File: src/rtl/cmul_pkg.sv
package cmul_pkg;

    typedef enum logic [1:0] {
        ST_IDLE  = 2'd0,
        ST_CROSS = 2'd1,
        ST_SUM   = 2'd2
    } cmul_state_e;

    localparam int unsigned CMUL_HALF_W = 16;
    localparam int unsigned CMUL_FRAC   = 15;

endpackage

File: src/rtl/cmul_ctrl.sv
module cmul_ctrl
    import cmul_pkg::*;
(
    input  logic clk,
    input  logic rst_n,
    input  logic start,
    output logic capture,
    output logic cross_sel,
    output logic load_real,
    output logic load_result,
    output logic done
);

    cmul_state_e state_q, state_d;

    always_ff @(posedge clk or negedge rst_n) begin
        if (!rst_n) begin
            state_q <= ST_IDLE;
            done    <= 1'b0;
        end else begin
            state_q <= state_d;
            done    <= (state_q == ST_SUM);
        end
    end

    always_comb begin
        state_d     = state_q;
        capture     = 1'b0;
        cross_sel   = 1'b0;
        load_real   = 1'b0;
        load_result = 1'b0;
        unique case (state_q)
            ST_IDLE: begin
                if (start) begin
                    capture = 1'b1;
                    state_d = ST_CROSS;
                end
            end
            ST_CROSS: begin
                cross_sel = 1'b1;
                load_real = 1'b1;
                state_d   = ST_SUM;
            end
            ST_SUM: begin
                load_result = 1'b1;
                state_d     = ST_IDLE;
            end
            default: state_d = ST_IDLE;
        endcase
    end

    // an accepted start yields done after two further edges
    assert_latency_R5: assert property (@(posedge clk) disable iff (!rst_n)
        (start && state_q == ST_IDLE) |-> ##3 done);

    // done lasts a single cycle
    assert_done_pulse_R6: assert property (@(posedge clk) disable iff (!rst_n)
        done |=> !done);

    // a start while busy does not restart the sequence
    assert_busy_ignored_R8: assert property (@(posedge clk) disable iff (!rst_n)
        (state_q == ST_CROSS && start) |=> (state_q == ST_SUM));

endmodule

File: src/rtl/cmul_addsub.sv
module cmul_addsub #(
    parameter int unsigned IN_W     = 32,
    parameter bit          SUBTRACT = 1'b0
) (
    input  logic signed [IN_W-1:0] x,
    input  logic signed [IN_W-1:0] y,
    output logic signed [IN_W:0]   s
);

    logic signed [IN_W:0] xe, ye;

    always_comb begin
        xe = {x[IN_W-1], x};
        ye = {y[IN_W-1], y};
    end

    generate
        if (SUBTRACT) begin : g_sub
            always_comb s = xe - ye;
        end else begin : g_add
            always_comb s = xe + ye;
        end
    endgenerate

endmodule

File: src/rtl/cmul_datapath.sv
module cmul_datapath #(
    parameter int unsigned HALF_W = 16,
    parameter int unsigned FRAC   = 15
) (
    input  logic                  clk,
    input  logic                  rst_n,
    input  logic                  capture,
    input  logic                  cross_sel,
    input  logic                  load_real,
    input  logic                  load_result,
    input  logic [2*HALF_W-1:0]   a_in,
    input  logic [2*HALF_W-1:0]   b_in,
    output logic [2*HALF_W-1:0]   result
);

    localparam int unsigned WORD_W = 2 * HALF_W;
    localparam int unsigned PROD_W = 2 * HALF_W;
    localparam int unsigned ACC_W  = PROD_W + 1;
    localparam int unsigned N_MUL  = 2;

    logic [WORD_W-1:0] a_q, b_q;
    logic signed [HALF_W-1:0] mul_x [N_MUL];
    logic signed [HALF_W-1:0] mul_y [N_MUL];
    logic signed [PROD_W-1:0] prod_q [N_MUL];
    logic signed [ACC_W-1:0]  diff, sum;
    logic signed [ACC_W-1:0]  diff_sh, sum_sh;
    logic [HALF_W-1:0]        real_q;

    always_ff @(posedge clk or negedge rst_n) begin
        if (!rst_n) begin
            a_q <= '0;
            b_q <= '0;
        end else if (capture) begin
            a_q <= a_in;
            b_q <= b_in;
        end
    end

    // Multiplier operand steering: direct terms from ports, cross terms from latches
    always_comb begin
        if (cross_sel) begin
            mul_x[0] = $signed(a_q[HALF_W-1:0]);
            mul_y[0] = $signed(b_q[WORD_W-1:HALF_W]);
            mul_x[1] = $signed(a_q[WORD_W-1:HALF_W]);
            mul_y[1] = $signed(b_q[HALF_W-1:0]);
        end else begin
            mul_x[0] = $signed(a_in[WORD_W-1:HALF_W]);
            mul_y[0] = $signed(b_in[WORD_W-1:HALF_W]);
            mul_x[1] = $signed(a_in[HALF_W-1:0]);
            mul_y[1] = $signed(b_in[HALF_W-1:0]);
        end
    end

    genvar g;
    generate
        for (g = 0; g < N_MUL; g++) begin : g_mul
            always_ff @(posedge clk or negedge rst_n) begin
                if (!rst_n)
                    prod_q[g] <= '0;
                else if (capture || cross_sel)
                    prod_q[g] <= mul_x[g] * mul_y[g];
            end
        end
    endgenerate

    cmul_addsub #(.IN_W(PROD_W), .SUBTRACT(1'b1)) u_sub (
        .x(prod_q[0]), .y(prod_q[1]), .s(diff)
    );

    cmul_addsub #(.IN_W(PROD_W), .SUBTRACT(1'b0)) u_add (
        .x(prod_q[0]), .y(prod_q[1]), .s(sum)
    );

    always_comb begin
        diff_sh = diff >>> FRAC;
        sum_sh  = sum >>> FRAC;
    end

    always_ff @(posedge clk or negedge rst_n) begin
        if (!rst_n) begin
            real_q <= '0;
            result <= '0;
        end else begin
            if (load_real)
                real_q <= diff_sh[HALF_W-1:0];
            if (load_result)
                result <= {real_q, sum_sh[HALF_W-1:0]};
        end
    end

    // latched operands move only when the controller accepts work
    assert_operands_held_R8: assert property (@(posedge clk) disable iff (!rst_n)
        !capture |=> ($stable(a_q) && $stable(b_q)));

endmodule

File: src/rtl/cmul_shared.sv
module cmul_shared #(
    parameter int unsigned HALF_W = cmul_pkg::CMUL_HALF_W,
    parameter int unsigned FRAC   = cmul_pkg::CMUL_FRAC
) (
    input  logic                clk,
    input  logic                rst_n,
    input  logic                start,
    input  logic [2*HALF_W-1:0] op_a,
    input  logic [2*HALF_W-1:0] op_b,
    output logic [2*HALF_W-1:0] product,
    output logic                done
);

    localparam int unsigned WORD_W = 2 * HALF_W;

    logic capture, cross_sel, load_real, load_result;

    cmul_ctrl u_ctrl (
        .clk(clk), .rst_n(rst_n), .start(start),
        .capture(capture), .cross_sel(cross_sel),
        .load_real(load_real), .load_result(load_result),
        .done(done)
    );

    cmul_datapath #(.HALF_W(HALF_W), .FRAC(FRAC)) u_dp (
        .clk(clk), .rst_n(rst_n),
        .capture(capture), .cross_sel(cross_sel),
        .load_real(load_real), .load_result(load_result),
        .a_in(op_a), .b_in(op_b), .result(product)
    );

    function automatic logic [HALF_W-1:0] ref_half(
        input logic [WORD_W-1:0] a, input logic [WORD_W-1:0] b, input bit want_imag);
        longint ar, ai, br, bi, acc;
        ar = longint'($signed(a[WORD_W-1:HALF_W]));
        ai = longint'($signed(a[HALF_W-1:0]));
        br = longint'($signed(b[WORD_W-1:HALF_W]));
        bi = longint'($signed(b[HALF_W-1:0]));
        acc = want_imag ? (ai * br + ar * bi) : (ar * br - ai * bi);
        acc = acc >>> FRAC;
        return acc[HALF_W-1:0];
    endfunction

    assert_real_R2: assert property (@(posedge clk) disable iff (!rst_n)
        done |-> product[WORD_W-1:HALF_W] == ref_half($past(op_a, 3), $past(op_b, 3), 1'b0));

    assert_imag_R3: assert property (@(posedge clk) disable iff (!rst_n)
        done |-> product[HALF_W-1:0] == ref_half($past(op_a, 3), $past(op_b, 3), 1'b1));

    assert_hold_R7: assert property (@(posedge clk) disable iff (!rst_n)
        !done |-> $stable(product));

endmodule

File: config.mk
export PLATFORM = sky130hd
export DESIGN_NAME = cmul_shared
export DESIGN_NICKNAME = d
export VERILOG_FILES = /design/src/rtl/cmul_pkg.sv /design/src/rtl/cmul_ctrl.sv /design/src/rtl/cmul_addsub.sv /design/src/rtl/cmul_datapath.sv /design/src/rtl/cmul_shared.sv
export SDC_FILE = /design/constraint.sdc
export NUM_CORES = 2
export LEC_CHECK = 0
export BUFFER_PORTS_ARGS = -buffer_cell sky130_fd_sc_hd__buf_2
export CORE_ASPECT_RATIO = 0.8
export CORE_MARGIN = 10
export CORE_UTILIZATION = 30
export DETAILED_ROUTE_END_ITERATION = 10
export PLACE_DENSITY = 0.51
export SYNTH_ARGS = -nofsm -noshare
export SYNTH_HDL_FRONTEND = slang
export SYNTH_SLANG_ARGS = --single-unit
File: constraint.sdc
create_clock -name clk -period 10.4 [get_ports clk]
set_input_delay 1.56 -clock clk [delete_from_list [all_inputs] [get_ports clk]]
set_output_delay 1.56 -clock clk [all_outputs]
set_load 0.02 [all_outputs]
==> qor.yml <==
run_status:
  outcome: "completed"
layout:
  nets: 3983
  final_cell_area_um2: 30800
  post-route-util_pct: 33.1
  diodes: 0
  fin_cells: 4423
  areaGrowthSynthToFinish_pct: 9.40
  drive_above_1_share_pct: 8.57
  fill_cells: 9825
die:
  start_util_pct: 30.3
  die_area_um2: 107000
  fp.dieW_um: 363
  core_um2: 93100
  die_h_um: 294
  fp-row-count: 100
  ioPinCount: 100
detailed_routing:
  drcViolationCount: 0
  post_drt_via_cell_ratio: 4.66
  wirelength_met1_um: 45300
  highest_layer: "met5"
  dr.pass1.iters: 5
  dr.first_iter.drc_count: 1426
  num_vias: 20598
  ant_nets: 0
  wl_met3_um: 7940
  wl_per_cell_um: 19.3
  wirelength_um: 85500
  wl_met2_um: 31400
timing:
  max_freq_mhz: 116
  finClkSkew_ns: 0.0241
  tightestPinTransition_ns: 1.20
  hold_viol_final: 0
  min_period_ns: 8.59
  slew_viol_final: 0
  finalSetupViolCount: 0
  period_share_pct: 82.6
  max_slew_margin_pct: 17.5
  rsz0062_at_grt: "no"
  fin_setup_tns_ns: 0
grt:
  antenna_found_initial: 4
  grt_pass1_vias: 20905
  grt_max_degree: 68
  grt_pass1_wl_um: 132000
  track_usage_pct: 16.3
  grt_remaining_overflow: 0
synthesis:
  synth_cell_types: 68
  yosysMostFrequentCell: "inv_1"
  yosys_warnings: 0
  mappedNetlistNets: 3915
  synth_flop_cell: "dfrtp_1"
  synth_top_family_by_area: "adder cells"
  synthMuxAreaShare_pct: 4.78
  synth-simple-area-share_pct: 13.7
  synthTopCellsByArea: "fa_1, dfrtp_1, ha_1, inv_1, nand2_1"
  synth-edff-count: 0
  ys_seq_elements: 177
  yosys.area_share.xor_xnor_pct: 3.20
  yosys.area.top_type_share_pct: 36.4
  synthTopCellsByCount: "inv_1, nand2_1, fa_1"
  synth_compound_area_share_pct: 7.10
  synth_top_area_cell: "fa_1"
  syn_area_per_cell_um2: 9.04
  ys_seq_area_share_pct: 15.7
  synth_fa_ha_area_share_pct: 46.1
  ys_async_sr_fraction_pct: 100
  syn_inst: 3118
  synth_area_um2: 28200
clock_tree:
  root_buffer: "clkbuf_16"
  post_cts_resized: 0
  htreeDepth: 4
  clock_latency_ns: 0.52
  clk_pin_slew_ns: 0.09
  ctsHoldBuffers: 0
  cts.sinks: 177
  clk_path_buf_depth: 2
  cts_inserted_buffers: 17
  cts_tree: "done"
  post_cts_buffers: 0
critical_path:
  critPathLaunchType: "flip-flop"
  crit_path_end_kind: "flip-flop"
  required_ns: 10.76
  crit_path_max_fanout: 40
  crit_type: "flip-flop to flip-flop"
  critPathArrivalTime_ns: 8.95
placement:
  dp.cells: 4391
  port_buffers: 99
  dpl_cell_area_um2: 30200
  gp_congestion: 0.906
  dpl.hpwl_um: 71100
flow_run:
  drv_cap: 0
worst_hold_path:
  hold_class: "flip-flop to flip-flop"
==> final timing paths <==
kind | endpoint | slack [ns] | startpoint | cells past startpoint
min | u_dp.result[15] | 0.47 | u_dp.result[15] | 2
max reg2reg | u_dp.prod_q[29] | 1.81 | u_ctrl.state_q[1] | 25
min reg2reg | u_dp.result[15] | 0.47 | u_dp.result[15] | 2
max in group asynchronous | u_dp.b_q[19] | 7.27 | rst_n | 3
max | u_dp.prod_q[29] | 1.81 | u_ctrl.state_q[1] | 25
min in group asynchronous | u_dp.result[31] | 1.01 | rst_n | 1
==> worst max-delay path, stage by stage, from the launching register on <==
cell,delay (ns)
dfrtp_1,0.41
nand2b_4,0.44
buf_4,0.55
mux2i_1,0.98
clkinv_1,0.54
nand2_1,0.20
fa_1,0.44
fa_1,0.48
fa_1,0.38
inv_1,0.09
fa_1,0.47
fa_1,0.50
inv_1,0.05
fa_1,0.47
inv_1,0.04
ha_1,0.36
a21o_1,0.20
a21o_1,0.17
a21oi_1,0.22
o22ai_1,0.11
a21o_1,0.18
o31a_1,0.27
or4_1,0.40
a31oi_1,0.21
xor2_1,0.16
o21ai_0,0.08
==> cells in the final DEF, fill, tap and decap left out, types with 10 or more instances in the layout <==
cell,netlist,layout
mux2i_1,61,58
o21ai_0,90,90
xnor2_1,70,70
a31oi_1,10,10
inv_1,611,610
buf_2,6,98
nand2b_1,17,15
o21a_1,13,13
nor2b_1,10,10
nand3_1,12,12
nor2_1,310,309
dfrtp_1,177,177
xor2_1,33,33
ha_1,218,218
o21bai_1,14,14
fa_1,512,512
buf_4,0,41
o31ai_1,10,10
a21o_1,27,27
or2_2,12,12
nand2_1,559,559
clkbuf_16,0,17
a21oi_1,85,85
nor3_1,12,12
a211oi_1,10,10
mux2_2,64,64
==> state kept, by name, indices dropped and copies added, names as in the netlist <==
register and count:
u_ctrl.done 1, u_ctrl.state_q 2, u_dp.a_q 32, u_dp.b_q 32, u_dp.prod_q 62, u_dp.real_q 16, u_dp.result 32
==> layer usage <==
| metal | GRT usage, % | vias to the layer above |
|---|---|---|
| li1 | - | 9678 |
| met1 | 25.7 | 10184 |
| met2 | 20.9 | 683 |
| met5 | 0 | - |
| met4 | 2.87 | 2 |
| met3 | 5.30 | 51 |
==> logic make-up after synthesis <==
group	after synthesis
xor gates and xnor gates	103
and+or+nand+nor	967
adders and majority gates	730
AOI/OAI and AO/OA	312
buffers and inverters	703
DFF	177
muxes	126
==> through the flow <==
| stage | setup slack [ns] | hold WS [ns] |
|---|---|---|
| floorplan | 2.74 | 0.439 |
| global placement | 1.80 | 0.453 |
| detailed placement | 1.74 | 0.460 |
| CTS | 1.86 | 0.479 |
| global route | 1.35 | 0.494 |
| finish | 1.81 | 0.470 |
==> area by class of cell <==
type	count	area, um2	share of cell area [%]
Sequential cell	177	4430	14.4
Timing Repair Buffer	140	812	2.63
Clock buffer	18	429	1.39
Tap cell	1224	1530	4.97
Multi-Input combinational cell	2238	21100	68.6
Clock inverter	14	189	0.613
Inverter	612	2300	7.46
Power is not shown: default switching activity piles up to over one toggle a cycle in this logic, so the estimate is an artifact.
